[src/rtl/tap_train_pkg.sv]
package tap_train_pkg;
   typedef enum logic [2:0] {
      CH_IDLE,
      CH_SETTLE,
      CH_PULSE,
      CH_WAIT,
      CH_FINISH
   } chan_state_e;
endpackage

[src/rtl/tap_window_rec.sv]
module tap_window_rec #(
   parameter int TAP_W = 5
) (
   input  logic             clk,
   input  logic             rst_n,
   input  logic             clr,
   input  logic             smp,
   input  logic             pass,
   input  logic [TAP_W-1:0] tap,
   output logic [TAP_W-1:0] win_lo,
   output logic [TAP_W-1:0] win_hi,
   output logic             closed,
   output logic             open_now
);
   localparam int REC_W = TAP_W + 1;
   localparam logic [REC_W-1:0] SENT = {REC_W{1'b1}};

   logic [REC_W-1:0] lo_q;
   logic [TAP_W-1:0] hi_q;
   logic             closed_q;
   logic             open_q;

   always_ff @(posedge clk or negedge rst_n) begin
      if (!rst_n) begin
         lo_q     <= SENT;
         hi_q     <= '0;
         closed_q <= 1'b0;
         open_q   <= 1'b0;
      end else if (clr) begin
         lo_q     <= SENT;
         hi_q     <= '0;
         closed_q <= 1'b0;
         open_q   <= 1'b0;
      end else if (smp) begin
         if (pass) begin
            if (lo_q == SENT) lo_q <= {1'b0, tap};
            open_q <= 1'b1;
         end else if (open_q) begin
            if (!closed_q) hi_q <= tap;
            closed_q <= 1'b1;
            open_q   <= 1'b0;
         end
      end
   end

   assign win_lo   = lo_q[TAP_W-1:0];
   assign win_hi   = hi_q;
   assign closed   = closed_q;
   assign open_now = open_q;
endmodule

[src/rtl/tap_mid_pick.sv]
module tap_mid_pick #(
   parameter int TAP_W = 5
) (
   input  logic [TAP_W-1:0] win_lo,
   input  logic [TAP_W-1:0] win_hi,
   input  logic             closed,
   input  logic             open_now,
   output logic [TAP_W-1:0] pick,
   output logic             found
);
   localparam logic [TAP_W:0]   TOP_X = {1'b0, {TAP_W{1'b1}}};
   localparam logic [TAP_W-1:0] FALL  = {1'b1, {(TAP_W-1){1'b0}}};

   logic [TAP_W:0] sum;

   always_comb begin
      if (closed) sum = {1'b0, win_lo} + {1'b0, win_hi};
      else        sum = {1'b0, win_lo} + TOP_X;
      found = closed | open_now;
      pick  = found ? sum[TAP_W:1] : FALL;
   end
endmodule

[src/rtl/tap_sweep_chan.sv]
module tap_sweep_chan #(
   parameter int TAP_W = 5
) (
   input  logic             clk,
   input  logic             rst_n,
   input  logic             go,
   input  logic             t_done,
   input  logic             t_pass,
   output logic [TAP_W-1:0] tap_o,
   output logic             ok_o,
   output logic             start_o,
   output logic             fin_o
);
   import tap_train_pkg::*;

   localparam logic [TAP_W-1:0] LAST = {TAP_W{1'b1}};
   localparam logic [TAP_W-1:0] FALL = {1'b1, {(TAP_W-1){1'b0}}};

   chan_state_e      st_q;
   logic [TAP_W-1:0] cnt_q;
   logic [TAP_W-1:0] dly_q;
   logic             ok_q;
   logic             smp;
   logic             clr;
   logic [TAP_W-1:0] lo_w;
   logic [TAP_W-1:0] hi_w;
   logic             closed_w;
   logic             open_w;
   logic [TAP_W-1:0] pick_w;
   logic             found_w;

   assign clr = (st_q == CH_IDLE) & go;
   assign smp = (st_q == CH_WAIT) & t_done;

   tap_window_rec #(.TAP_W(TAP_W)) u_rec (
      .clk      (clk),
      .rst_n    (rst_n),
      .clr      (clr),
      .smp      (smp),
      .pass     (t_pass),
      .tap      (cnt_q),
      .win_lo   (lo_w),
      .win_hi   (hi_w),
      .closed   (closed_w),
      .open_now (open_w)
   );

   tap_mid_pick #(.TAP_W(TAP_W)) u_pick (
      .win_lo   (lo_w),
      .win_hi   (hi_w),
      .closed   (closed_w),
      .open_now (open_w),
      .pick     (pick_w),
      .found    (found_w)
   );

   always_ff @(posedge clk or negedge rst_n) begin
      if (!rst_n) begin
         st_q  <= CH_IDLE;
         cnt_q <= '0;
         dly_q <= FALL;
         ok_q  <= 1'b0;
      end else begin
         case (st_q)
            CH_IDLE: begin
               if (go) begin
                  cnt_q <= '0;
                  dly_q <= '0;
                  st_q  <= CH_SETTLE;
               end
            end
            CH_SETTLE: st_q <= CH_PULSE;
            CH_PULSE:  st_q <= CH_WAIT;
            CH_WAIT: begin
               if (t_done) begin
                  if (cnt_q == LAST) begin
                     st_q <= CH_FINISH;
                  end else begin
                     cnt_q <= cnt_q + 1'b1;
                     dly_q <= cnt_q + 1'b1;
                     st_q  <= CH_SETTLE;
                  end
               end
            end
            CH_FINISH: begin
               dly_q <= pick_w;
               ok_q  <= found_w;
               st_q  <= CH_IDLE;
            end
            default: st_q <= CH_IDLE;
         endcase
      end
   end

   assign tap_o   = dly_q;
   assign ok_o    = ok_q;
   assign start_o = (st_q == CH_PULSE);
   assign fin_o   = (st_q == CH_FINISH);
endmodule

[src/rtl/tap_train_dual.sv]
module tap_train_dual #(
   parameter int TAP_W = 5
) (
   input  logic             clk,
   input  logic             rst_n,
   input  logic             train_req,
   output logic             test_start,
   output logic             test_sel,
   input  logic             test_done,
   input  logic             test_pass,
   output logic [TAP_W-1:0] cmd_tap,
   output logic             cmd_ok,
   output logic [TAP_W-1:0] fb_tap,
   output logic             fb_ok,
   output logic             busy
);
   localparam int NCH = 2;

   if (TAP_W < 2 || TAP_W > 8) begin : g_bad_width
      $error("tap_train_dual: TAP_W must be between 2 and 8");
   end

   logic [NCH-1:0]   go_w;
   logic [NCH-1:0]   start_w;
   logic [NCH-1:0]   fin_w;
   logic [NCH-1:0]   ok_w;
   logic [TAP_W-1:0] tap_w [NCH];
   logic             busy_q;
   logic             sel_q;
   logic             accept;

   assign accept = train_req & ~busy_q;

   for (genvar g = 0; g < NCH; g++) begin : g_ch
      if (g == 0) begin : g_head
         assign go_w[g] = accept;
      end else begin : g_chain
         assign go_w[g] = fin_w[g-1];
      end
      tap_sweep_chan #(.TAP_W(TAP_W)) u_chan (
         .clk     (clk),
         .rst_n   (rst_n),
         .go      (go_w[g]),
         .t_done  (test_done),
         .t_pass  (test_pass),
         .tap_o   (tap_w[g]),
         .ok_o    (ok_w[g]),
         .start_o (start_w[g]),
         .fin_o   (fin_w[g])
      );
   end

   always_ff @(posedge clk or negedge rst_n) begin
      if (!rst_n) begin
         busy_q <= 1'b0;
         sel_q  <= 1'b0;
      end else begin
         if (accept)              busy_q <= 1'b1;
         else if (fin_w[NCH-1])   busy_q <= 1'b0;
         if (accept)              sel_q  <= 1'b0;
         else if (fin_w[0])       sel_q  <= 1'b1;
      end
   end

   assign test_start = |start_w;
   assign test_sel   = sel_q;
   assign cmd_tap    = tap_w[0];
   assign cmd_ok     = ok_w[0];
   assign fb_tap     = tap_w[1];
   assign fb_ok      = ok_w[1];
   assign busy       = busy_q;
endmodule

[config.mk]
export PLATFORM = sky130hd
export DESIGN_NAME = tap_train_dual
export DESIGN_NICKNAME = d
export VERILOG_FILES = /design/src/rtl/tap_train_pkg.sv /design/src/rtl/tap_window_rec.sv /design/src/rtl/tap_mid_pick.sv /design/src/rtl/tap_sweep_chan.sv /design/src/rtl/tap_train_dual.sv
export SDC_FILE = /design/constraint.sdc
export NUM_CORES = 1
export LEC_CHECK = 0
export BUFFER_PORTS_ARGS = -buffer_cell sky130_fd_sc_hd__buf_2
export CAP_MARGIN = 10
export CORE_MARGIN = 5
export CORE_UTILIZATION = 50
export CTS_CLUSTER_DIAMETER = 40
export DETAILED_ROUTE_END_ITERATION = 12
export GPL_ROUTABILITY_DRIVEN = 0
export PLACE_DENSITY = 0.68
export SLEW_MARGIN = 25
export SYNTH_ARGS = -nofsm -noshare
export SYNTH_HDL_FRONTEND = slang
export SYNTH_SLANG_ARGS = --single-unit
[constraint.sdc]
create_clock -name clk -period 2.6 [get_ports clk]
set_clock_uncertainty 0.05 [all_clocks]
set_input_delay 0.26 -clock clk [delete_from_list [all_inputs] [get_ports clk]]
set_output_delay 0.26 -clock clk [all_outputs]
set_load 0.1 [all_outputs]
==> run_results.csv <==
group,metric,value,unit
synthesis,ys_seq_area_share,47.8,%
worst_setup_path,critPathMaxFanout,8,
clock_tree,root_buffer,"clkbuf_8",
timing,period_share,88.8,%
final_layout,drive_gt1_share,17.3,%
timing,slew_viol_final,0,
clock_tree,h-tree-depth,2,
timing,fin_crit,2.31,ns
timing,worst_slack,0.290,ns
status,status,"complete, no violations",
worst_setup_path,worstSetupPathType,"flip-flop to flip-flop",
placement,portBuffers,19,
grt,grt_use_total,18.6,%
synthesis,synth_cells,304,
power_and_ir_drop,leakagePower,1.58,nW
drt,drtIter0Drc,107,
synthesis,synth-seq-cells,56,
timing,worstMarginPinSlew,0.715,ns
floorplan,num_io_pins,20,
grt,grt_pass1_wl,11000,um
timing,tns,0,ns
floorplan,design.die.area,7570,um^2
grt,busiest_layer,"met2",
synthesis,yosysWarnings,0,
floorplan,die-width,87.0,um
drt,route.vias.total,2215,
clock_tree,clk_latency,0.31,ns
timing,setup_viol,0,
synthesis,synthesis.area,2970,um^2
synthesis,synth_ff_type,"dfrtp_1",
floorplan,placeableCoreArea,5850,um^2
power_and_ir_drop,power_density,1230,nW/um^2
clock_tree,clock-sinks,56,
drt,drt-wirelength-per-cell,16.0,um
worst_setup_path,cp.arrival,2.47,ns
floorplan,floorplan.initialDensity,50.7,%
synthesis,synthArstFlopShare,100,%
clock_tree,clock_path_buffers,2,
grt,met3_usage,2.55,%
synthesis,synth_edf_count,0,
synthesis,synthDistinctLibCells,48,
grt,gr-total-overflow,0,
grt,grt_pass1_vias,2270,
clock_tree,postCtsSetupBuffers,0,
floorplan,rows,28,
final_layout,diodes,0,
drt,viasPerCell,5.57,
clock_tree,cts_tree,"done",
drt,firstDrtPassIters,4,
drt,postRouteAntennaNets,0,
synthesis,synth.avg_cell_area,9.76,um^2
grt,antenna_found_initial,0,
grt,grt_max_degree,26,
floorplan,die_height,87.0,um
placement,dp_slack,0.332,ns
timing,hold_viol_final,0,
final_layout,syn_to_final_growth,8.44,%
clock_tree,cts_buffers,5,
worst_setup_path,critPathLaunchType,"flip-flop",
grt,met2_usage,30.9,%
drt,routed_wl,6360,um
synthesis,syn_nets,323,
placement,dp_hpwl,4780,um
drt,drc,0,
worst_setup_path,crit_path_end_kind,"flip-flop",
clock_tree,clkTransAtPathRegs,0.10,ns
worst_setup_path,required,2.76,ns
final_layout,nNetsFinal,341,
clock_tree,cts_hold_buf,1,
clock_tree,cts_resized,0,
min_path,hp-class,"input port to flip-flop",
timing,fmax,0.433,GHz
timing,max_slew_margin,51.9,%
power_and_ir_drop,irDropWorstVdd,0.000507,V
grt,grt_use_met1,23.8,%
timing,rsz0062_at_grt,"false",
run,cap_violations,0,
per-stage QoR:
step / util, % / area [um^2] / hold WS (ns) / power (W) / instances
5_1_grt: 55.0 / 3220 / 0.273 / 0.00423 / 398
2_1_floorplan: - / 2970 / -0.0856 / 0.00307 / 304
6_report: 55.0 / 3220 / 0.272 / 0.00394 / 398
3_5_place_dp: 53.2 / 3110 / 0.220 / 0.00346 / 389
4_1_cts: 55.0 / 3220 / 0.253 / 0.00398 / 398
3_3_place_gp: 53.2 / 3110 / 0.215 / 0.00343 / 389
path summary, 6_finish.rpt:
check | startpoint | endpoint | slack [ns] | cells after the start
setup / recovery | g_ch[1].u_chan.cnt_q[0] | g_ch[1].u_chan.cnt_q[2] | 0.29 | 6
hold / removal | test_pass | g_ch[0].u_chan.u_rec.open_now | 0.27 | 3
setup reg to reg | g_ch[1].u_chan.cnt_q[0] | g_ch[1].u_chan.cnt_q[2] | 0.29 | 6
hold reg to reg | g_ch[0].u_chan.u_rec.lo_q[5] | g_ch[0].u_chan.u_rec.lo_q[5] | 0.42 | 2
max in group asynchronous | rst_n | g_ch[1].u_chan.tap_o[4] | 1.39 | 3
min in group asynchronous | rst_n | g_ch[1].u_chan.u_rec.win_hi[4] | 0.40 | 2
registers in the layout, summed over array words and instances (netlist names):
signal	cells
g_ch.u_chan.ok_o	2
g_ch.u_chan.u_rec.open_now	2
g_ch.u_chan.u_rec.win_hi	10
g_ch.u_chan.tap_o	10
g_ch.u_chan.st_q	6
g_ch.u_chan.u_rec.closed	2
busy	1
test_sel	1
g_ch.u_chan.cnt_q	10
g_ch.u_chan.u_rec.lo_q	12
routing by layer:
| metal | up-vias | routed length, um | share of wire, % |
|---|---|---|---|
| li1 | 1092 | - | - |
| met1 | 1059 | 2810 | 44 |
| met2 | 49 | 3130 | 49 |
| met3 | 15 | 231 | 3.6 |
| met4 | 0 | 185 | 2.9 |
| met5 | - | 0 | 0 |
cells in the final DEF (no fill, tap or decap), types with 3 or more instances in the layout:
cell	Yosys	final
dfstp_2	14	14
o21ai_0	27	27
nand3b_1	3	3
nor3_1	3	3
o221ai_1	3	3
inv_1	9	9
mux2i_1	9	9
clkbuf_8	0	6
mux2_2	5	5
nand2b_1	10	10
nand2_1	48	48
xor2_1	7	7
a21oi_1	10	10
dfrtp_1	42	42
nor3b_1	4	4
a21o_1	7	7
and3_1	6	6
nor2_1	24	24
buf_4	0	3
buf_2	3	19
ha_1	12	12
nand4_1	3	3
nand3_1	12	12
cells in the mapped netlist (3+ instances only):
master,number,area share (%)
nor2_1,24,3.0
o21ai_0,27,4.6
o221ai_1,3,0.89
nor3_1,3,0.51
xor2_1,7,2.1
mux2_2,5,1.9
nand3b_1,3,0.76
nand4_1,3,0.63
a21oi_1,10,1.7
dfrtp_1,42,35
dfstp_2,14,12
nand2b_1,10,2.1
a21o_1,7,1.8
nand2_1,48,6.1
nand3_1,12,2.0
buf_2,3,0.51
inv_1,9,1.1
mux2i_1,9,3.0
and3_1,6,1.3
clkbuf_1,6,0.76
ha_1,12,5.1
nor3b_1,4,1.0
report_power, final:
part / leakage (nW) / internal, W / total, W / switching, W
clock: 0.0445 / 0.000217 / 0.000502 / 0.000285
sequential: 0.684 / 0.00122 / 0.00154 / 0.000319
combinational: 0.851 / 0.000660 / 0.00190 / 0.00124
total: 1.58 / 0.00210 / 0.00394 / 0.00184
cells by family after synthesis:
family,share of synthesized area [%]
muxes,4.93
AOI/OAI and AO/OA,12.3
adders and majority gates,6.41
DFF,47.8
xor gates and xnor gates,2.66
buffers and inverters,3.33
and+or+nand+nor,22.5
layout make-up:
type                    instances  area [um^2]
clock buffers                   7         86.3
clock inverters                 1         7.51
fillers                       534         2630
inverters                       9         33.8
multi-input cells             227         1450
flip-flops and latches         56         1420
well taps                      75         93.8
repair buffers                 23          128
worst max-delay path: stages (launching register included):
cell      delay, ns
dfrtp_1        0.46
ha_1           0.25
and3_1         0.18
ha_1           0.22
nand4b_1       0.18
a21oi_1        0.46
mux2_2         0.39
(Power assumes the default switching activity.)
